==> src/rtl/lp_prpg_pkg.sv <==
package lp_prpg_pkg;

    typedef enum logic {
        ST_IDLE  = 1'b0,
        ST_SHIFT = 1'b1
    } ctrl_state_t;

    // Index of the phase-shifter tap at chain j, offset off, register width w.
    function automatic int ps_tap(input int j, input int off, input int w);
        return (j + off) % w;
    endfunction

    // First random bit used by weight term k.
    function automatic int wt_base(input int k);
        return (k * (k + 1)) / 2;
    endfunction

endpackage

==> src/rtl/lp_prpg_lfsr.sv <==
module lp_prpg_lfsr #(
    parameter int          W    = 16,
    parameter logic [15:0] MASK = 16'hB400,
    parameter logic [15:0] SEED = 16'hACE1
) (
    input  logic         clk,
    input  logic         rst_n,
    output logic [W-1:0] lfsr_q
);
    localparam logic [W-1:0] MASK_W = MASK[W-1:0];
    localparam logic [W-1:0] SEED_W = SEED[W-1:0];

    logic fb;
    assign fb = ^(lfsr_q & MASK_W);

    always_ff @(posedge clk or negedge rst_n) begin
        if (!rst_n) lfsr_q <= SEED_W;
        else        lfsr_q <= {lfsr_q[W-2:0], fb};
    end


    lfsr_nonzero_chk: assert property (@(posedge clk) disable iff (!rst_n)
        lfsr_q != '0);

    lfsr_shift_chk: assert property (@(posedge clk) disable iff (!rst_n)
        1'b1 |=> lfsr_q[W-1:1] == $past(lfsr_q[W-2:0]));
endmodule

==> src/rtl/lp_prpg_ctrl.sv <==
module lp_prpg_ctrl
    import lp_prpg_pkg::*;
#(
    parameter int PAT_LEN = 16
) (
    input  logic clk,
    input  logic rst_n,
    input  logic start,
    output logic reload
);
    localparam int CW = (PAT_LEN > 2) ? $clog2(PAT_LEN) : 1;
    localparam logic [CW-1:0] LAST = CW'(PAT_LEN - 1);

    ctrl_state_t state_q, state_d;
    logic [CW-1:0] cnt_q, cnt_d;

    always_ff @(posedge clk or negedge rst_n) begin
        if (!rst_n) begin
            state_q <= ST_IDLE;
            cnt_q   <= '0;
        end else begin
            state_q <= state_d;
            cnt_q   <= cnt_d;
        end
    end

    always_comb begin
        state_d = state_q;
        cnt_d   = cnt_q;
        reload  = 1'b0;
        unique case (state_q)
            ST_IDLE: begin
                if (start) begin
                    state_d = ST_SHIFT;
                    cnt_d   = '0;
                    reload  = 1'b1;
                end
            end
            ST_SHIFT: begin
                if (start || cnt_q == LAST) begin
                    cnt_d  = '0;
                    reload = 1'b1;
                end else begin
                    cnt_d = cnt_q + 1'b1;
                end
            end
            default: state_d = ST_IDLE;
        endcase
    end


    start_restart_chk: assert property (@(posedge clk) disable iff (!rst_n)
        start |=> (state_q == ST_SHIFT && cnt_q == '0));

    idle_wait_chk: assert property (@(posedge clk) disable iff (!rst_n)
        (state_q == ST_IDLE && !start) |=> state_q == ST_IDLE);

    count_step_chk: assert property (@(posedge clk) disable iff (!rst_n)
        (state_q == ST_SHIFT && !start && cnt_q != LAST) |=> cnt_q == $past(cnt_q) + 1'b1);

    count_wrap_chk: assert property (@(posedge clk) disable iff (!rst_n)
        (state_q == ST_SHIFT && cnt_q == LAST) |=> cnt_q == '0);
endmodule

==> src/rtl/lp_prpg_weight.sv <==
module lp_prpg_weight
    import lp_prpg_pkg::*;
#(
    parameter int W = 16
) (
    input  logic         clk,
    input  logic         rst_n,
    input  logic [W-1:0] lfsr,
    input  logic [3:0]   sw_code,
    input  logic         reload,
    output logic [W-1:0] tcr_q,
    output logic         lp_off
);
    localparam int B3 = wt_base(3);

    logic [3:0]   term;
    logic         wbit;
    logic [W-1:0] sh_q;

    for (genvar k = 0; k < 4; k++) begin : g_term
        localparam int BASE = wt_base(k);
        assign term[k] = &lfsr[BASE +: k + 1];
    end

    assign wbit   = |(term & sw_code);
    assign lp_off = ~|sw_code;

    always_ff @(posedge clk or negedge rst_n) begin
        if (!rst_n) begin
            sh_q  <= '0;
            tcr_q <= '1;
        end else begin
            sh_q <= {sh_q[W-2:0], wbit};
            if (reload) tcr_q <= sh_q;
        end
    end


    tcr_stable_chk: assert property (@(posedge clk) disable iff (!rst_n)
        !reload |=> $stable(tcr_q));

    tcr_load_chk: assert property (@(posedge clk) disable iff (!rst_n)
        reload |=> tcr_q == $past(sh_q));

    sh_shift_chk: assert property (@(posedge clk) disable iff (!rst_n)
        1'b1 |=> sh_q[W-1:1] == $past(sh_q[W-2:0]));

    sparse_term_chk: assert property (@(posedge clk) disable iff (!rst_n)
        (sw_code == 4'b1000 && !(&lfsr[B3 +: 4])) |=> !sh_q[0]);
endmodule

==> src/rtl/lp_prpg_hold.sv <==
module lp_prpg_hold
    import lp_prpg_pkg::*;
#(
    parameter int W      = 16,
    parameter int CHAINS = 8,
    parameter int OFF1   = 5,
    parameter int OFF2   = 11
) (
    input  logic              clk,
    input  logic              rst_n,
    input  logic [W-1:0]      lfsr,
    input  logic [W-1:0]      tcr,
    input  logic              lp_off,
    output logic [CHAINS-1:0] scan_out
);
    logic [W-1:0] lat_q;

    for (genvar i = 0; i < W; i++) begin : g_lat
        always_ff @(posedge clk or negedge rst_n) begin
            if (!rst_n)               lat_q[i] <= 1'b0;
            else if (tcr[i] || lp_off) lat_q[i] <= lfsr[i];
        end


        toggle_pass_chk: assert property (@(posedge clk) disable iff (!rst_n)
            (tcr[i] || lp_off) |=> lat_q[i] == $past(lfsr[i]));

        hold_keep_chk: assert property (@(posedge clk) disable iff (!rst_n)
            (!tcr[i] && !lp_off) |=> $stable(lat_q[i]));
    end

    for (genvar j = 0; j < CHAINS; j++) begin : g_ps
        localparam int TA = ps_tap(j, 0, W);
        localparam int TB = ps_tap(j, OFF1, W);
        localparam int TC = ps_tap(j, OFF2, W);
        assign scan_out[j] = lat_q[TA] ^ lat_q[TB] ^ lat_q[TC];
    end
endmodule

==> src/rtl/lp_prpg.sv <==
module lp_prpg #(
    parameter int          W       = 16,
    parameter int          CHAINS  = 8,
    parameter int          PAT_LEN = 16,
    parameter int          OFF1    = 5,
    parameter int          OFF2    = 11,
    parameter logic [15:0] MASK    = 16'hB400,
    parameter logic [15:0] SEED    = 16'hACE1
) (
    input  logic              clk,
    input  logic              rst_n,
    input  logic              start,
    input  logic [3:0]        sw_code,
    output logic [CHAINS-1:0] scan_out
);
    logic [W-1:0] lfsr;
    logic [W-1:0] tcr;
    logic         lp_off;
    logic         reload;

    lp_prpg_lfsr #(.W(W), .MASK(MASK), .SEED(SEED)) u_lfsr (
        .clk(clk), .rst_n(rst_n), .lfsr_q(lfsr)
    );

    lp_prpg_ctrl #(.PAT_LEN(PAT_LEN)) u_ctrl (
        .clk(clk), .rst_n(rst_n), .start(start), .reload(reload)
    );

    lp_prpg_weight #(.W(W)) u_weight (
        .clk(clk), .rst_n(rst_n), .lfsr(lfsr), .sw_code(sw_code),
        .reload(reload), .tcr_q(tcr), .lp_off(lp_off)
    );

    lp_prpg_hold #(.W(W), .CHAINS(CHAINS), .OFF1(OFF1), .OFF2(OFF2)) u_hold (
        .clk(clk), .rst_n(rst_n), .lfsr(lfsr), .tcr(tcr),
        .lp_off(lp_off), .scan_out(scan_out)
    );


    lp_off_toggle_chk: assert property (@(posedge clk) disable iff (!rst_n)
        (sw_code == 4'b0000) |=> scan_out == ($past(lfsr[7:0]) ^ {$past(lfsr[12:5])}
                                              ^ {$past(lfsr[2:0]), $past(lfsr[15:11])}));
endmodule

==> config.mk <==
export PLATFORM = sky130hd
export DESIGN_NAME = lp_prpg
export DESIGN_NICKNAME = d
export VERILOG_FILES = /design/src/rtl/lp_prpg_pkg.sv /design/src/rtl/lp_prpg_lfsr.sv /design/src/rtl/lp_prpg_ctrl.sv /design/src/rtl/lp_prpg_weight.sv /design/src/rtl/lp_prpg_hold.sv /design/src/rtl/lp_prpg.sv
export SDC_FILE = /design/constraint.sdc
export NUM_CORES = 1
export LEC_CHECK = 0
export BUFFER_PORTS_ARGS = -buffer_cell sky130_fd_sc_hd__buf_2
export CAP_MARGIN = 20
export CORE_MARGIN = 1.5
export CORE_UTILIZATION = 30
export DETAILED_ROUTE_END_ITERATION = 10
export PLACE_DENSITY = 0.51
export SYNTH_ARGS = -nofsm -noshare
export SYNTH_HDL_FRONTEND = slang
export SYNTH_SLANG_ARGS = --single-unit
export TNS_END_PERCENT = 20
==> constraint.sdc <==
create_clock -name clk -period 2.2 [get_ports clk]
set_clock_uncertainty 0.1 [all_clocks]
set_input_delay 0.44 -clock clk [delete_from_list [all_inputs] [get_ports clk]]
set_output_delay 0.44 -clock clk [all_outputs]
set_load 0.01 [all_outputs]
Yosys cells after proc, flatten, opt, wreduce, memory -nomap -nowiden
Index checks and enable logic that the tools add are counted.

storage, ports and cells
  output and inout bits = 8
  flip-flop bits (word level) = 69
  input bits = 7
  logic and storage cells = 73

cells by class
  add/subtract/negate cells = 1
  equality and inequality tests = 2
  muxes and demuxes = 7
  reductions and logical operators = 24
  bitwise logic cells = 18

operators by type and width
  cell                                                            number
  1-bit logical OR                                                17
  16-bit XOR reduction                                            1
  1-bit XOR                                                       16
  4-bit 2-to-1 mux                                                2
  4-bit one-hot mux with 2 select lines                           1
  4-bit OR reduction                                              2
  4-bit by 1-bit adder with 4-bit output (second input constant)  1
  4-bit bitwise AND                                               1
  4-bit equality test (second input constant)                     1
  4-bit AND reduction                                             1
  1-bit 2-to-1 mux                                                3
  3-bit AND reduction                                             1
  2-bit != test (second input constant)                           1
  1-bit one-hot mux with 2 select lines                           1
  2-bit AND reduction                                             1
  1-bit zero test                                                 1
  1-bit inverter                                                  1

Longest topological paths before layout
  depth after elaboration = 4
  depth in mapped cells = 4
  depth with buffers taken out = 4

Modules after synthesis
Synthesis repeated with hierarchy kept, for this count alone.

second synthesis, totals
  cell total of the unflattened synthesis = 162
  area total of the unflattened synthesis = 2,575.0 um2

modules (own cells, without submodules)
  module          cells an instance  seq. area each (um2)  instances  area an instance (um2)
  lp_prpg_weight  56                 820.8                 1          1,107.3
  lp_prpg_hold    63                 400.4                 1          788.3
  lp_prpg_lfsr    19                 410.4                 1          436.7
  lp_prpg_ctrl    24                 125.1                 1          242.7

Worst setup path after synthesis
No wires, ideal clock.

  kind = flip-flop to flip-flop
  start = register u_ctrl.cnt_q[0]
  end = register u_weight.tcr_q[10]
  slack = 0.447 ns
  setup time = 0.082 ns
  cell stages (with the launch flop) = 5
  path buffers = 1
  required time = 2.018 ns
  clock period less this slack = 1.753 ns
  arrival = 1.571 ns
  cells stage by stage = dfrtp_1 -> ha_1 -> a41oi_2 -> buf_4 -> mux2_2

on the way
  longest elaborated chain between the ends = 4

RTL lines
  element                                line                  RTL
  start: declaration                     lp_prpg_ctrl.sv:15    logic [CW-1:0] cnt_q, cnt_d;
  start signal: assignment               lp_prpg_ctrl.sv:23    cnt_q <= cnt_d;
  4-bit equality test                    lp_prpg_ctrl.sv:40    if (start || cnt_q == LAST) begin
  1-bit logical OR                       lp_prpg_ctrl.sv:40
  1-bit 2-to-1 mux                       lp_prpg_ctrl.sv:40
  1-bit one-hot mux with 2 select lines  lp_prpg_ctrl.sv:31    unique case (state_q)
  end signal: assignment                 lp_prpg_weight.sv:34  if (reload) tcr_q <= sh_q;
  end: declaration                       lp_prpg_weight.sv:11  output logic [W-1:0] tcr_q,

Every way passes these cells.
A chain may end at the register's enable or synchronous reset.

Worst setup path after layout
  start = register u_hold.lat_q[2]
  end = output scan_out[2]

on the way
  longest elaborated chain between the ends = 2

RTL lines
  element                           line                RTL
  start: declaration                lp_prpg_hold.sv:16  logic [W-1:0] lat_q;
  start signal: indexed assignment  lp_prpg_hold.sv:21  else if (tcr[i] || lp_off) lat_q[i] <= lfsr[i];
  1-bit XOR (2 in series)           lp_prpg_hold.sv:36  assign scan_out[j] = lat_q[TA] ^ lat_q[TB] ^ lat_q[TC];
  end: declaration                  lp_prpg.sv:14       output logic [CHAINS-1:0] scan_out

Every way passes these cells.

==> results.json <==
{
  "dpl.hpwl_mm": 2.625,
  "synth_edf_count": 0,
  "criticalPathCategory": "flip-flop to output port",
  "vdd_drop_max_mv": 0.3488,
  "vias_per_cell": 4.291,
  "cts_tree": "done",
  "final_core_util_pct": 35.58,
  "hold_viol": 7,
  "drcViolationCount": 0,
  "core_area_sq_um": 8175,
  "power_w": 0.002283,
  "top_usage_layer": "met1",
  "synth_top_area_cell": "dfrtp_1",
  "crit_arrival_ns": 1.36,
  "holdBufCountCts": 0,
  "cts_made_buffers": 9,
  "grt_use_met3_pct": 3.382,
  "drv_cap": 0,
  "r2r-start": "u_ctrl.cnt_q[0]",
  "max_slew_margin_pct": 75.69,
  "wl_mm": 3.969,
  "synth_top_cell_area_share_pct": 44.78,
  "hold_ws_ns": -0.009065,
  "antenna_found_initial": 0,
  "min-delay-path-class": "input port to async pin",
  "rsz0062_at_grt": "false",
  "syn_nets": 169,
  "wl_per_cell_um": 13.41,
  "cts_max_path_buffers": 2,
  "dpl.cell_count": 280,
  "violations": "negative hold slack",
  "first_iter_violations": 59,
  "final_layout_size_suffix_gt1_share_pct": 42.93,
  "ys_seq_area_share_pct": 69.85,
  "p_per_area_nw_per_um2": 784.9,
  "num_io_pins": 15,
  "clk_latency_ns": 0.34,
  "grt_pass1_vias": 1358,
  "final_cell_area_sq_um": 2909,
  "tightest_slew_ns": 0.3620,
  "status": "finished with violations",
  "fin_setup_tns_ns": 0,
  "grtUsageTotal_pct": 10.56,
  "yosysWarnings": 0,
  "synthTopCellsByArea": "dfrtp_1 45%, dfstp_2 25%, mux2_2 9.9%",
  "antenna_cells": 0,
  "num_rows": 33,
  "vias": 1270,
  "clk_pin_slew_worst_paths_ns": 0.09,
  "dieHeight_um": 94.56,
  "n_fill_cell": 812,
  "layout.cells.non_filler": 296,
  "grt_overflow": 0,
  "crit_required_ns": 1.66,
  "min_period_ns": 1.903,
  "nets": 194,
  "dominantRegCellSynth": "dfrtp_1",
  "synthArstFlopShare_pct": 100.0,
  "slew_violations": 0,
  "ant_nets": 0,
  "grt_pass1_wl_mm": 6.803,
  "first_pass_iters": 4,
  "leakagePower_nw": 1.337,
  "met1_usage_pct": 14.73,
  "grt_max_degree": 70,
  "startpoint": "u_hold.lat_q[2]",
  "ctsResizeCount": 0,
  "path_max_fanout": 2,
  "multi_input_area_sq_um": 734.5,
  "post_dp_cell_area_sq_um": 2728,
  "cp-start-kind": "flip-flop",
  "clock-root-buffer": "clkbuf_8",
  "synth_area_sq_um": 2515,
  "cts_setup_buffers": 0,
  "final.period_utilization_pct": 86.51,
  "io_buffers": 14,
  "max_freq_mhz": 525.4,
  "setup_violations": 0,
  "synthCells": 161,
  "htreeDepth": 3,
  "endpoint_kind": "output port",
  "post_synth.cell_area_avg_sq_um": 15.62,
  "place_congestion": 0.6932,
  "start_util_pct": 30.76,
  "ys_ff_latch": 69,
  "regArea_sq_um": 1757,
  "synthDistinctLibCells": 25,
  "cts_sinks": 69,
  "dieArea_sq_um": 8942,
  "die_x_um": 94.56,
  "syn_to_final_growth_pct": 15.67,
  "use_met2_pct": 14.33
}
[layout by cell type, fill, tap and decap left out, types with 4 or more instances in the layout]
cell type / instances
dfrtp_1: 45
dfstp_2: 24
mux2_2: 22
nor2_1: 18
xnor2_1: 15
buf_2: 14
mux2_1: 10
clkbuf_8: 9
nand3_1: 4
[synth_stat cells (2+ instances only)]
library cell  count
dfrtp_1          45
dfstp_2          24
mux2_2           22
nor2_1           18
xnor2_1          15
mux2_1           10
nand3_1           4
a21oi_1           3
nand2_1           3
xor2_1            2
[worst paths after layout]
path                       slack (ns)  depth (start not counted)                 to
max in group asynchronous        1.65                          2  u_weight.tcr_q[5]
min in group clk                 0.24                          2    u_ctrl.cnt_q[3]
setup reg to reg                 0.49                          4  u_weight.tcr_q[2]
hold / removal                 -0.009                          2   u_hold.lat_q[10]
setup / recovery                 0.30                          3        scan_out[2]
hold reg to reg                  0.27                          0   u_lfsr.lfsr_q[7]
[cell families (layout without fill, tap and decap cells)]
kind of cell / after synthesis / after routing / synth area share, %
compound gates: 7 / 7 / 2.040
xor+xnor: 17 / 17 / 5.921
fa+ha+maj: 1 / 1 / 0.4974
buf+inv: 3 / 33 / 0.9452
flops: 69 / 69 / 69.85
mux: 33 / 33 / 14.73
simple gates: 31 / 31 / 6.020
[layout make-up]
type,instances,share of cell area [%]
well taps,105,4.516
flip-flops and latches,69,60.39
repair buffers,17,3.613
clock inverters,7,1.978
clock buffers,9,4.258
multi-input cells,89,25.25
[through the flow]
step	worst slack (ns)	hold WS, ns
6_report	0.2968	-0.009065
3_3_place_gp	0.4910	0.2579
4_1_cts	0.2219	0.004228
5_1_grt	0.1356	0.01636
3_5_place_dp	0.4859	0.2575
2_1_floorplan	0.4466	0.04441
[where the power goes]
| part | switching [W] | internal [W] | total, W |
|---|---|---|---|
| clock | 0.000511 | 0.000420 | 0.000930 |
| combinational | 0.0000483 | 0.0000245 | 0.0000728 |
| sequential | 0.00000599 | 0.00127 | 0.00128 |
| total | 0.000565 | 0.00172 | 0.00228 |
[worst max-delay path, cell delays in order (launching register included)]
cell	delay, ns
dfrtp_1	0.41
xnor2_1	0.33
xnor2_1	0.16
buf_2	0.14
[layer usage]
metal / vias to the layer above / wire [um]
li1: 595 / -
met1: 652 / 2033
met2: 19 / 1780
met3: 4 / 115
met5: - / 0
met4: 0 / 40
[flip-flops by register name (all words and copies together) (netlist names)]
signal and cells:
u_hold.lat_q 16, u_ctrl.cnt_q 4, u_ctrl.state_q 1, u_weight.tcr_q 16, u_lfsr.lfsr_q 16, u_weight.sh_q 16
(Power assumes the default switching activity.)
